[src/rtl/sw_ctrl_pkg.sv]
package sw_ctrl_pkg;
  localparam int unsigned CH_ADDR_W = 5;
  localparam int unsigned CH_COUNT  = 1 << CH_ADDR_W;
  localparam int unsigned CWORD_W   = 3 + CH_ADDR_W;

  // Field order matters: the first serial bit lands in the top field.
  typedef struct packed {
    logic                 dis;
    logic                 sel;
    logic                 spare;
    logic [CH_ADDR_W-1:0] addr;
  } ctrl_word_t;

  typedef enum logic {
    SEQ_IDLE = 1'b0,
    SEQ_GAP  = 1'b1
  } seq_state_t;
endpackage

[src/rtl/sw_rst_sync.sv]
module sw_rst_sync (
  input  logic clk,
  input  logic rst_n_i,
  output logic rst_n_o
);
  logic stage_q;
  logic out_q;

  always_ff @(posedge clk or negedge rst_n_i) begin
    if (!rst_n_i) begin
      stage_q <= 1'b0;
      out_q   <= 1'b0;
    end else begin
      stage_q <= 1'b1;
      out_q   <= stage_q;
    end
  end

  assign rst_n_o = out_q;
endmodule

[src/rtl/sw_sync.sv]
module sw_sync #(
  parameter int unsigned WIDTH = 3
) (
  input  logic             clk,
  input  logic             rst_n,
  input  logic [WIDTH-1:0] async_i,
  output logic [WIDTH-1:0] sync_o
);
  logic [WIDTH-1:0] meta_q;
  logic [WIDTH-1:0] stab_q;

  always_ff @(posedge clk or negedge rst_n) begin
    if (!rst_n) begin
      meta_q <= '0;
      stab_q <= '0;
    end else begin
      meta_q <= async_i;
      stab_q <= meta_q;
    end
  end

  assign sync_o = stab_q;
endmodule

[src/rtl/sw_frame_rx.sv]
module sw_frame_rx
  import sw_ctrl_pkg::*;
#(
  parameter int unsigned WORD_W = CWORD_W
) (
  input  logic              clk,
  input  logic              rst_n,
  input  logic              sclk_s,
  input  logic              data_s,
  input  logic              frame_n_s,
  output logic              word_vld_o,
  output logic [WORD_W-1:0] word_o
);
  localparam int unsigned CNT_W   = $clog2(WORD_W + 2);
  localparam int unsigned CNT_SAT = WORD_W + 1;

  logic              sclk_q, frame_q;
  logic [WORD_W-1:0] shift_q, shift_d;
  logic [CNT_W-1:0]  cnt_q, cnt_d;
  logic              vld_q, vld_d;
  logic [WORD_W-1:0] word_q, word_d;
  logic              sclk_fall, frame_fall, frame_rise;

  assign sclk_fall  = sclk_q & ~sclk_s;
  assign frame_fall = frame_q & ~frame_n_s;
  assign frame_rise = ~frame_q & frame_n_s;

  always_comb begin
    shift_d = shift_q;
    cnt_d   = cnt_q;
    word_d  = word_q;
    vld_d   = 1'b0;
    if (frame_fall) begin
      cnt_d = '0;
    end else if (!frame_n_s && sclk_fall) begin
      shift_d = {shift_q[WORD_W-2:0], data_s};
      if (cnt_q != CNT_W'(CNT_SAT)) begin
        cnt_d = cnt_q + 1'b1;
      end
    end
    if (frame_rise && (cnt_q == CNT_W'(WORD_W))) begin
      vld_d  = 1'b1;
      word_d = shift_q;
    end
  end

  always_ff @(posedge clk or negedge rst_n) begin
    if (!rst_n) begin
      sclk_q  <= 1'b0;
      frame_q <= 1'b0;
      shift_q <= '0;
      cnt_q   <= '0;
      vld_q   <= 1'b0;
      word_q  <= '0;
    end else begin
      sclk_q  <= sclk_s;
      frame_q <= frame_n_s;
      shift_q <= shift_d;
      cnt_q   <= cnt_d;
      vld_q   <= vld_d;
      word_q  <= word_d;
    end
  end

  assign word_vld_o = vld_q;
  assign word_o     = word_q;
endmodule

[src/rtl/sw_bbm_seq.sv]
module sw_bbm_seq
  import sw_ctrl_pkg::*;
#(
  parameter int unsigned DEAD_CYC = 3
) (
  input  logic                 clk,
  input  logic                 rst_n,
  input  logic                 word_vld_i,
  input  ctrl_word_t           word_i,
  output logic                 on_o,
  output logic [CH_ADDR_W-1:0] addr_o
);
  localparam int unsigned CNT_W = (DEAD_CYC < 2) ? 1 : $clog2(DEAD_CYC);

  seq_state_t           st_q, st_d;
  logic                 on_q, on_d;
  logic [CH_ADDR_W-1:0] addr_q, addr_d;
  logic [CH_ADDR_W-1:0] pend_q, pend_d;
  logic [CNT_W-1:0]     cnt_q, cnt_d;
  logic                 take, tgt_on;

  assign take   = word_vld_i & word_i.sel;
  assign tgt_on = ~word_i.dis;

  always_comb begin
    st_d   = st_q;
    on_d   = on_q;
    addr_d = addr_q;
    pend_d = pend_q;
    cnt_d  = cnt_q;
    unique case (st_q)
      SEQ_IDLE: begin
        if (take) begin
          if (!on_q) begin
            if (tgt_on) begin
              on_d   = 1'b1;
              addr_d = word_i.addr;
            end
          end else if (!tgt_on) begin
            on_d = 1'b0;
          end else if (word_i.addr != addr_q) begin
            on_d   = 1'b0;
            pend_d = word_i.addr;
            cnt_d  = CNT_W'(DEAD_CYC - 1);
            st_d   = SEQ_GAP;
          end
        end
      end
      SEQ_GAP: begin
        if (take && !tgt_on) begin
          st_d = SEQ_IDLE;
        end else begin
          if (take) begin
            pend_d = word_i.addr;
          end
          if (cnt_q == '0) begin
            on_d   = 1'b1;
            addr_d = pend_d;
            st_d   = SEQ_IDLE;
          end else begin
            cnt_d = cnt_q - 1'b1;
          end
        end
      end
      default: st_d = SEQ_IDLE;
    endcase
  end

  always_ff @(posedge clk or negedge rst_n) begin
    if (!rst_n) begin
      st_q   <= SEQ_IDLE;
      on_q   <= 1'b0;
      addr_q <= '0;
      pend_q <= '0;
      cnt_q  <= '0;
    end else begin
      st_q   <= st_d;
      on_q   <= on_d;
      addr_q <= addr_d;
      pend_q <= pend_d;
      cnt_q  <= cnt_d;
    end
  end

  assign on_o   = on_q;
  assign addr_o = addr_q;
endmodule

[src/rtl/sw_onehot_dec.sv]
module sw_onehot_dec #(
  parameter int unsigned ADDR_W = 5,
  parameter int unsigned N_OUT  = 1 << ADDR_W
) (
  input  logic              on_i,
  input  logic [ADDR_W-1:0] addr_i,
  output logic [N_OUT-1:0]  en_o
);
  for (genvar g = 0; g < N_OUT; g++) begin : g_dec
    assign en_o[g] = on_i & (addr_i == ADDR_W'(g));
  end
endmodule

[src/rtl/serial_switch_ctrl.sv]
module serial_switch_ctrl
  import sw_ctrl_pkg::*;
#(
  parameter int unsigned NUM_CH   = CH_COUNT,
  parameter int unsigned DEAD_CYC = 3
) (
  input  logic              clk,
  input  logic              rst_n,
  input  logic              sclk_i,
  input  logic              sdata_i,
  input  logic              frame_n_i,
  output logic [NUM_CH-1:0] sw_en_o
);
  logic                 rst_n_s;
  logic [2:0]           pins_s;
  logic                 word_vld;
  logic [CWORD_W-1:0]   word_raw;
  ctrl_word_t           word;
  logic                 sel_on;
  logic [CH_ADDR_W-1:0] sel_addr;

  sw_rst_sync u_rst (
    .clk     (clk),
    .rst_n_i (rst_n),
    .rst_n_o (rst_n_s)
  );

  sw_sync #(.WIDTH(3)) u_sync (
    .clk     (clk),
    .rst_n   (rst_n_s),
    .async_i ({frame_n_i, sdata_i, sclk_i}),
    .sync_o  (pins_s)
  );

  sw_frame_rx #(.WORD_W(CWORD_W)) u_rx (
    .clk        (clk),
    .rst_n      (rst_n_s),
    .sclk_s     (pins_s[0]),
    .data_s     (pins_s[1]),
    .frame_n_s  (pins_s[2]),
    .word_vld_o (word_vld),
    .word_o     (word_raw)
  );

  assign word = ctrl_word_t'(word_raw);

  sw_bbm_seq #(.DEAD_CYC(DEAD_CYC)) u_seq (
    .clk        (clk),
    .rst_n      (rst_n_s),
    .word_vld_i (word_vld),
    .word_i     (word),
    .on_o       (sel_on),
    .addr_o     (sel_addr)
  );

  sw_onehot_dec #(.ADDR_W(CH_ADDR_W), .N_OUT(NUM_CH)) u_dec (
    .on_i   (sel_on),
    .addr_i (sel_addr),
    .en_o   (sw_en_o)
  );
endmodule

[config.mk]
export PLATFORM = sky130hd
export DESIGN_NAME = serial_switch_ctrl
export DESIGN_NICKNAME = d
export VERILOG_FILES = /design/src/rtl/sw_ctrl_pkg.sv /design/src/rtl/sw_rst_sync.sv /design/src/rtl/sw_sync.sv /design/src/rtl/sw_frame_rx.sv /design/src/rtl/sw_bbm_seq.sv /design/src/rtl/sw_onehot_dec.sv /design/src/rtl/serial_switch_ctrl.sv
export SDC_FILE = /design/constraint.sdc
export NUM_CORES = 1
export LEC_CHECK = 0
export CAP_MARGIN = 20
export CORE_MARGIN = 2
export CORE_UTILIZATION = 55
export DETAILED_ROUTE_END_ITERATION = 8
export DONT_BUFFER_PORTS = 1
export MAX_ROUTING_LAYER = met4
export PLACE_DENSITY = 0.7
export SLEW_MARGIN = 10
export SYNTH_ARGS = -nofsm -noshare
export SYNTH_HDL_FRONTEND = slang
export SYNTH_SLANG_ARGS = --single-unit
[constraint.sdc]
create_clock -name clk -period 1.65 [get_ports clk]
set_input_delay 0.165 -clock clk [delete_from_list [all_inputs] [get_ports clk]]
set_output_delay 0.165 -clock clk [all_outputs]
set_load 0.02 [all_outputs]
==> impl_metrics.csv, run 1 <==
group,metric,value,unit
run_status,status,"complete, no violations",
critical_path,reg2reg_slack,60,ps
critical_path,path_max_fanout,5,
power_and_ir_drop,total_power,1.93,mW
final_layout,fillers,267,
synth,synth-edff-count,0,
place,place.gp.congestion,0.813,
job,maxCapViolations,0,
sta,slew_headroom,66.5,%
final_layout,multiInputGateArea,0.00124,mm2
power_and_ir_drop,max-vdd-ir-drop,753,uV
place,portBuffers,0,
route,wl_met1,1740,um
route,via_count,1629,
global_routing,antenna_found_initial,0,
cts,cts_buffer_depth,2,
sta,fin_tns_setup,0,ps
min_path,hold_class,"input pin to async pin",
power_and_ir_drop,leakage,1.09,nW
global_routing,grt_pass1_wl,6820,um
sta,hold_viol,0,
synth,syn_area_per_cell,10.1,um2
final_layout,diodes,0,
cts,cts_buffers,5,
floorplanning,placementRows,22,
synth,mappedNetlistArea,0.00219,mm2
sta,drv_slew,0,
synth,ys_warn_count,0,
floorplanning,initial_core_util,58.4,%
sta,fin_crit_sh,98.9,%
critical_path,reg2reg_to,"u_rx.shift_q[2]",
cts,cts_tree,"done",
synth,yosys-top-cells-area,"dfrtp_1 50%, nor2_1 7.4%, mux2_2 7.2%, mux2i_1 2.7%, nand2_1 2.4%",
synth,yosysSeqAreaShare,50.3,%
floorplanning,die_h,67.1,um
floorplanning,die_area,0.00450,mm2
global_routing,grt_overflow,0,
route,route.met2.wl,2440,um
final_layout,ff_latch_area,0.00111,mm2
cts,clkSlewWorstSetupHoldPaths,80,ps
floorplanning,io_pins,37,
power_and_ir_drop,p_per_area,718,mW/mm2
cts,cts_htree_levels,2,
route,wirelength,4480,um
synth,syn-num-nets,226,
route,first_pass_iters,4,
route,drc,0,
critical_path,critPathKind,"flip-flop to output port",
route,dr_wl_met3,229,um
sta,fmax,0.613,GHz
synth,synth_top_area_share,50.3,%
sta,rsz0062_at_grt,"true",
synth,ys_top_cells_by_count,"44 x dfrtp_1, 43 x nor2_1, 14 x mux2_2, 14 x nand2_1, 11 x inv_1",
synth,synth_top_area_cell,"dfrtp_1",
route,ant_nets,0,
synth,ys.flop_type,"dfrtp_1",
critical_path,critPathLaunchType,"flip-flop",
global_routing,grt_max_degree,43,
final_layout,layout.nets,244,
synth,yosys.cell_types.count,43,
global_routing,first_global_vias,1532,
cts,cts-root-buf,"clkbuf_8",
critical_path,critPathRequiredTime,1480,ps
critical_path,startpoint,"u_seq.addr_o[4]",
synth,ys_async_sr_fraction,100,%
global_routing,grt.total_usage,21.5,%
final_layout,drive_above_1_share,39.6,%
critical_path,worstPathArrival,1470,ps
sta,worst_pin_slew,497,ps
cts,cts_sinks,44,
floorplanning,fp.dieW,67.1,um
sta,holdWs,89.5,ps
synth,synth_cells,217,
final_layout,post-route-util,71.9,%
synth,yosysMostFrequentCell,"dfrtp_1",
sta,fin_crit,1630,ps
route,top_layer_used,"met4",
route,drt-initial-drc-count,122,
cts,insertion_delay,300,ps
synth,ys_ff_latch,44,
route,drt-vias-per-instance,5.76,
final_layout,area_growth,23.0,%
place,dp_hpwl,2990,um
sta,finClkSkew,7.71,ps
route,routedWlPerCell,15.8,um
critical_path,endpoint_kind,"output port",
sta,setup_violations,0,
critical_path,rr_worst_depth,3,
critical_path,r2r-start,"u_sync.sync_o[2]",
floorplanning,core_area,0.00374,mm2
[layout make-up]
class	count	share of cell area (%)
tap	48	2.23
timing repair buffer	20	5.95
sequential	44	41.1
clock inverter	2	0.465
inverter	11	1.53
multi-input combinational	153	46.1
clock buffer	5	2.56
[layer usage]
metal / vias to the layer above / track usage, %
li1: 776 / -
met1: 790 / 23.2
met2: 54 / 37.9
met3: 9 / 5.07
met4: 0 / 8.42
met5: - / -
[placed cells by master, fill, tap and decap left out, drive strengths merged, types with 6 or more instances in the layout]
master   n
nor2    44
nand2   14
buf     16
xnor2    6
inv     11
o211ai   6
mux2    15
mux2i    6
nand4    7
a21oi    9
dfrtp   44
[sequential cells by signal, summed over array words and instances (netlist names), 2 cells and up]
| signal | cells |
|---|---|
| u_seq.cnt_q | 2 |
| u_seq.pend_q | 5 |
| u_rx.word_o | 7 |
| u_rx.cnt_q | 4 |
| u_sync.sync_o | 3 |
| u_seq.addr_o | 5 |
| u_rx.shift_q | 8 |
| u_sync.meta_q | 3 |
[per-stage QoR]
stage          worst slack, ps  instances  area, um2
6_report                  18.9        283       2690
5_1_grt                  -37.7        283       2690
4_1_cts                  -20.5        277       2430
3_3_place_gp              97.5        266       2280
2_1_floorplan              152        217       2190
3_5_place_dp              42.0        266       2280
[kinds of logic after synthesis]
family          count (synthesis)  synth area share [%]
compound gates                 29                  9.33
xor+xnor                        7                  3.15
fa+ha+maj                       4                  2.29
buf+inv                        20                  3.78
flops                          44                  50.3
mux                            21                  10.5
other cells                     1                 0.171
simple gates                   91                  20.5
[how the worst max path moves through the flow]
stage,cells past startpoint,end
floorplan,3,u_rx.shift_q[1]
global route,3,sw_en_o[18]
detailed placement,3,u_rx.shift_q[2]
CTS,2,sw_en_o[20]
finish,3,sw_en_o[9]
global placement,3,u_rx.shift_q[4]
[critical path, stage by stage, from the launching register on]
cell	delay, ps
dfrtp_2	430
and2b_2	290
nand2_1	180
nor2_2	270
[repair_timing]
| item | CTS | global route |
|---|---|---|
| pin swaps | 0 | 3 |
| gates resized for setup | 11 | 60 |
| hold endpoints to repair | 5 | 0 |
| hold buffers | 4 | 0 |
| buffers inserted | 0 | 6 |
| setup endpoints to repair | 22 | 39 |
| gates cloned | 0 | 0 |
[power breakdown]
part | switching [mW] | internal, mW | total, mW | leakage, nW
clock | 0.353 | 0.286 | 0.640 | 0.0400
combinational | 0.0502 | 0.0567 | 0.107 | 0.473
sequential | 0.0458 | 1.14 | 1.18 | 0.578
total | 0.449 | 1.48 | 1.93 | 1.09
(Power assumes the default switching activity.)
==> inputs of run 2 (changes only) <==
Settings changed: ABC_AREA set to 1.
==> run 2 against run 1 <==
Global-route usage fell by 1.4 points. Die area is the same. Via count up 2.5%. Clock skew down 2.2 ps. Worst hold slack gained 5.3 ps. Highest routed layer unchanged. Register-to-register slack better by 150 ps. Synthesized cell count is 25% higher. Cell count is 16% higher. Critical path depth did not move. Fmax increased by 2.1%. Wire length down 11%.
==> impl_metrics.csv, run 2 <==
group,metric,value,unit
critical_path,worstPathArrival,1430,ps
cts,cts_buffer_depth,2,
synth,yosysMostFrequentCell,"nand2_1",
final_layout,final_common_cell,"nand2_1",
job,maxCapViolations,0,
place,dp_slack,261,ps
floorplanning,io_pins,37,
route,ant_nets,0,
synth,ys_top_cells_by_count,"76 x nand2_1, 50 x nor2_1, 44 x dfrtp_1",
final_layout,stdcell_area,0.00250,mm2
route,via_count,1669,
synth,mappedNetlistArea,0.00219,mm2
sta,holdWs,94.8,ps
route,routedWlPerCell,12.1,um
critical_path,crit_buf_inv,1,
sta,fin_crit_sh,96.9,%
critical_path,slowest_delay,430,ps
global_routing,grt_max_degree,43,
critical_path,cp_slowest_cell,"dfrtp_1",
place,place.gp.congestion,0.877,
critical_path,path_max_fanout,16,
cts,cts_setup_buffers,0,
critical_path,endpoint_kind,"output port",
place,portBuffers,0,
synth,ys_async_sr_fraction,100,%
route,wirelength,3980,um
synth,synth_top_area_share,50.3,%
global_routing,grt_overflow,0,
synth,synth_top_area_cell,"dfrtp_1",
synth,ys_ff_latch,44,
sta,rsz0062_at_grt,"true",
run_status,status,"complete, no violations",
final_layout,diodes,0,
power_and_ir_drop,leakage,1.14,nW
cts,clkSlewWorstSetupHoldPaths,80,ps
place,dp_hpwl,2790,um
final_layout,fin_cells,329,
cts,insertion_delay,290,ps
synth,syn_area_per_cell,8.04,um2
route,drt-vias-per-instance,5.07,
route,first_pass_iters,4,
final_layout,area_growth,14.5,%
sta,setup_violations,0,
sta,fmax,0.626,GHz
place,dp.cells,317,
sta,finClkSkew,5.51,ps
floorplanning,placementRows,22,
final_layout,layout_common_cells,"74 x nand2_1, 43 x dfrtp_1, 31 x nor2_2",
final_layout,multiInputGateArea,0.00105,mm2
sta,worst_slack,52.0,ps
route,drc,0,
cts,cts_tree,"done",
critical_path,critPathTopFamily,"simple AND/OR/NAND/NOR gates",
critical_path,crit_chain,"inv_1, nand2_2, nor2_2",
global_routing,grt.total_usage,20.1,%
final_layout,ff_latch_area,0.00110,mm2
sta,drv_slew,0,
global_routing,grt_pass1_wl,6460,um
synth,yosys-top-cells-area,"dfrtp_1 50%, nand2_1 13%, nor2_1 8.6%, inv_1 4.8%, o21ai_0 3.7%",
synth,syn-num-nets,281,
sta,slew_headroom,65.5,%
floorplanning,core_area,0.00374,mm2
final_layout,layout.nets,289,
place,dpl_cell_area,0.00223,mm2
critical_path,critPathKind,"flip-flop to output port",
cts,cts_sinks,44,
synth,yosys.cell_types.count,28,
min_path,hold_class,"input pin to async pin",
floorplanning,die_area,0.00450,mm2
sta,hold_viol,0,
cts,cts_htree_levels,2,
power_and_ir_drop,max-vdd-ir-drop,908,uV
synth,ys.flop_type,"dfrtp_1",
power_and_ir_drop,p_per_area,1030,mW/mm2
floorplanning,die_h,67.1,um
critical_path,critPathRequiredTime,1480,ps
synth,synth_cells,272,
cts,cts-root-buf,"clkbuf_8",
final_layout,drive_above_1_share,22.4,%
synth,synth-edff-count,0,
synth,ys_warn_count,0,
final_layout,post-route-util,66.9,%
global_routing,antenna_found_initial,0,
sta,fin_crit,1600,ps
cts,cts_buffers,5,
final_layout,regMostFlops,"u_rx.shift_q",
floorplanning,fp.dieW,67.1,um
final_layout,largest_reg_flops,8,
synth,yosysSeqAreaShare,50.3,%
route,drt-initial-drc-count,76,
global_routing,first_global_vias,1468,
critical_path,critPathLaunchType,"flip-flop",
floorplanning,initial_core_util,58.4,%
sta,worst_pin_slew,517,ps
final_layout,fillers,342,
run 2: changes by cell type after synthesis, moves of 7 or more:
cell and delta:
nand2_1 +62, o21ai_0 +12, o21ai_1 +7, nand3_1 +9, mux2_2 -14, nor2_1 +7, inv_1 +17
run 2: stage by stage:
stage	TNS [ps]	total power, mW
floorplan	0	1.65
global placement	0	1.74
detailed placement	0	1.75
CTS	-470	2.62
global route	-921	2.75
finish	0	2.59
run 2: path summary, 6_finish.rpt:
kind                                   from          endpoint  slack (ps)  cells past startpoint
setup / recovery            u_seq.addr_o[4]        sw_en_o[1]          50                      3
hold / removal                        rst_n     u_rst.stage_q          90                      1
setup reg to reg                 u_seq.st_q   u_seq.addr_o[1]         210                      5
hold reg to reg               u_rst.rst_n_o   u_rx.shift_q[7]         310                      1
max in group asynchronous     u_rst.rst_n_o    u_rx.word_o[3]         970                      1
min in group clk           u_sync.meta_q[0]  u_sync.sync_o[0]         350                      0
run 2: per-layer routing:
layer	GRT usage [%]	share of wire [%]	up-vias
li1	-	-	860
met1	23.4	45	760
met2	33.8	50	47
met3	5.57	4.3	2
met4	6.12	0.43	0
met5	-	0	-
run 2: cell families (layout without fill, tap and decap cells):
family                     count (synthesis)  count (layout)  share of synthesized area, %
and+or+nand+nor                          153             153                          31.6
adders and majority gates                  4               4                          2.29
other                                      1               1                         0.171
AOI/OAI and AO/OA                         32              32                          8.07
DFF                                       44              44                          50.3
xor gates and xnor gates                   2               2                         0.801
buffers and inverters                     36              45                          6.75
run 2: layout make-up:
class,count,share of cell area [%]
clock buffer,6,3.30
multi-input combinational,192,41.9
timing repair buffer,6,2.20
inverter,31,4.65
tap,48,2.40
sequential,44,44.0
clock inverter,2,1.55
run 2: report_power, final:
part,switching (mW),internal (mW)
Combinational,0.285,0.158
Clock,0.354,0.495
Sequential,0.0924,1.20
Total,0.731,1.85
run 2: worst reg2reg max path: stages (launching register included):
cell and delay (ps):
dfrtp_1 550, nand2_4 150, o21a_4 180, nor3_4 290
nand2_1 100, o21ai_0 90
run 2: what timing repair did:
| action | CTS | global route |
|---|---|---|
| hold buffers | 4 | 0 |
| pin swaps | 0 | 0 |
| resized for setup | 4 | 36 |
| endpoints found under the setup margin | 20 | 32 |
| endpoints found under the hold margin | 5 | 0 |
==> inputs of run 3 (changes only) <==
Settings changed: REMOVE_ABC_BUFFERS set to 1.
==> run 3 against run 2 <==
First-iteration DRC count down 26%. Non-clock buffer count unchanged. Critical endpoint is now sw_en_o[11]. Core utilization down 0.80 points. Sequential cell count unchanged. Cell area down 1.2%. Worst hold slack better by 7.7 ps. Via count down 1.6%.
==> impl_metrics.csv, run 3 (synthesis results as in run 2) <==
group,metric,value,unit
critical_path,critPathLaunchType,"flip-flop",
final_layout,drive_above_1_share,22.8,%
cts,cts_buffer_depth,2,
global_routing,first_global_vias,1424,
cts,cts_sinks,44,
sta,drv_slew,0,
floorplanning,die_area,0.00450,mm2
critical_path,reg2reg_slack,280,ps
global_routing,grt_pass1_wl,6250,um
critical_path,path_max_fanout,5,
sta,finClkSkew,6.48,ps
cts,cts-root-buf,"clkbuf_8",
critical_path,rr_worst_depth,4,
global_routing,antenna_found_initial,0,
final_layout,diodes,0,
power_and_ir_drop,max-vdd-ir-drop,748,uV
floorplanning,fp.dieW,67.1,um
cts,cts_htree_levels,2,
route,first_pass_iters,4,
cts,cts_buffers,5,
global_routing,grt_max_degree,25,
final_layout,fillers,321,
place,portBuffers,0,
floorplanning,core_area,0.00374,mm2
final_layout,largest_reg_flops,8,
place,dp_slack,176,ps
power_and_ir_drop,total_power,2.39,mW
critical_path,critPathKind,"flip-flop to output port",
critical_path,critPathRequiredTime,1480,ps
final_layout,stdcell_area,0.00247,mm2
place,place.gp.congestion,0.844,
run_status,status,"complete, no violations",
route,wirelength,3670,um
floorplanning,die_h,67.1,um
place,dpl_cell_area,0.00224,mm2
floorplanning,io_pins,37,
floorplanning,initial_core_util,58.4,%
global_routing,grt_overflow,0,
place,dp_hpwl,2760,um
cts,cts_tree,"done",
final_layout,final_common_cell,"nand2_1",
sta,fin_crit_sh,96.6,%
cts,insertion_delay,290,ps
global_routing,grt.total_usage,19.0,%
sta,setup_violations,0,
sta,fin_crit,1590,ps
route,routedWlPerCell,11.1,um
final_layout,layout_common_cells,"74 x nand2_1, 43 x dfrtp_1, 36 x nor2_2",
floorplanning,placementRows,22,
final_layout,regMostFlops,"u_rx.shift_q",
sta,rsz0062_at_grt,"true",
power_and_ir_drop,leakage,1.12,nW
critical_path,worstPathArrival,1430,ps
cts,clkSlewWorstSetupHoldPaths,80,ps
sta,fmax,0.628,GHz
route,via_count,1643,
power_and_ir_drop,p_per_area,966,mW/mm2
final_layout,layout.nets,289,
route,drt-initial-drc-count,56,
route,drc,0,
sta,hold_viol,0,
critical_path,endpoint_kind,"output port",
route,drt-vias-per-instance,4.99,
min_path,hold_class,"input pin to async pin",
final_layout,area_growth,13.1,%
job,maxCapViolations,0,
route,ant_nets,0,
sta,worst_slack,56.5,ps
## run 3: cell count changes in the layout (fill, tap and decap cells not counted), sizes merged
cell and delta:
clkinvlp +1, bufinv -1
## run 3: path summary, 6_finish.rpt
path,to,from
worst min register to register,u_rx.shift_q[7],u_rst.rst_n_o
min in group clk,u_sync.sync_o[1],u_sync.meta_q[1]
worst max-delay path,sw_en_o[11],u_seq.addr_o[3]
max in group asynchronous,u_seq.addr_o[3],u_rst.rst_n_o
worst min-delay path,u_rst.stage_q,rst_n
worst max register to register,u_rx.shift_q[0],u_sync.sync_o[2]
## run 3: worst max-delay path: stages (launching register included)
cell and delay (ps):
dfrtp_1 450, inv_2 60, nor2_1 230, nand2_1 160
nor2_2 250
## run 3: where the power goes
group,internal [mW],switching [mW],leakage (nW),total (mW)
clock,0.301,0.346,0.0414,0.647
combinational,0.161,0.273,0.505,0.434
sequential,1.20,0.107,0.577,1.31
total,1.66,0.726,1.12,2.39
## run 3: final cells by class
| type | instances | area, um2 | share of cell area (%) |
|---|---|---|---|
| clock buffer | 6 | 72.6 | 2.93 |
| sequential | 44 | 1100 | 44.6 |
| multi-input combinational | 192 | 1040 | 42.0 |
| inverter | 31 | 116 | 4.70 |
| tap | 48 | 60.1 | 2.43 |
| clock inverter | 2 | 16.3 | 0.658 |
| timing repair buffer | 6 | 67.6 | 2.73 |
## run 3: metal layers
| metal | share of wire, % | track usage [%] |
|---|---|---|
| met1 | 47 | 23.4 |
| met2 | 47 | 31.7 |
| met3 | 5.3 | 4.05 |
| met4 | 1.0 | 5.36 |
| met5 | 0 | - |
## run 3: through the flow
stage | utilization, % | TNS [ps] | cells | hold WS (ps)
2_1_floorplan | - | 0 | 267 | -131
3_3_place_gp | 59.8 | 0 | 316 | -131
3_5_place_dp | 59.8 | 0 | 316 | -131
4_1_cts | 63.3 | -243 | 328 | 91.1
5_1_grt | 66.1 | -218 | 329 | 86.5
6_report | 66.1 | 0 | 329 | 102
## run 3: what timing repair did
action | CTS | global route
setup endpoints to repair | 19 | 35
resized for setup | 1 | 38
endpoints found under the hold margin | 5 | 0
hold buffers | 4 | 0
buffers inserted | 0 | 1
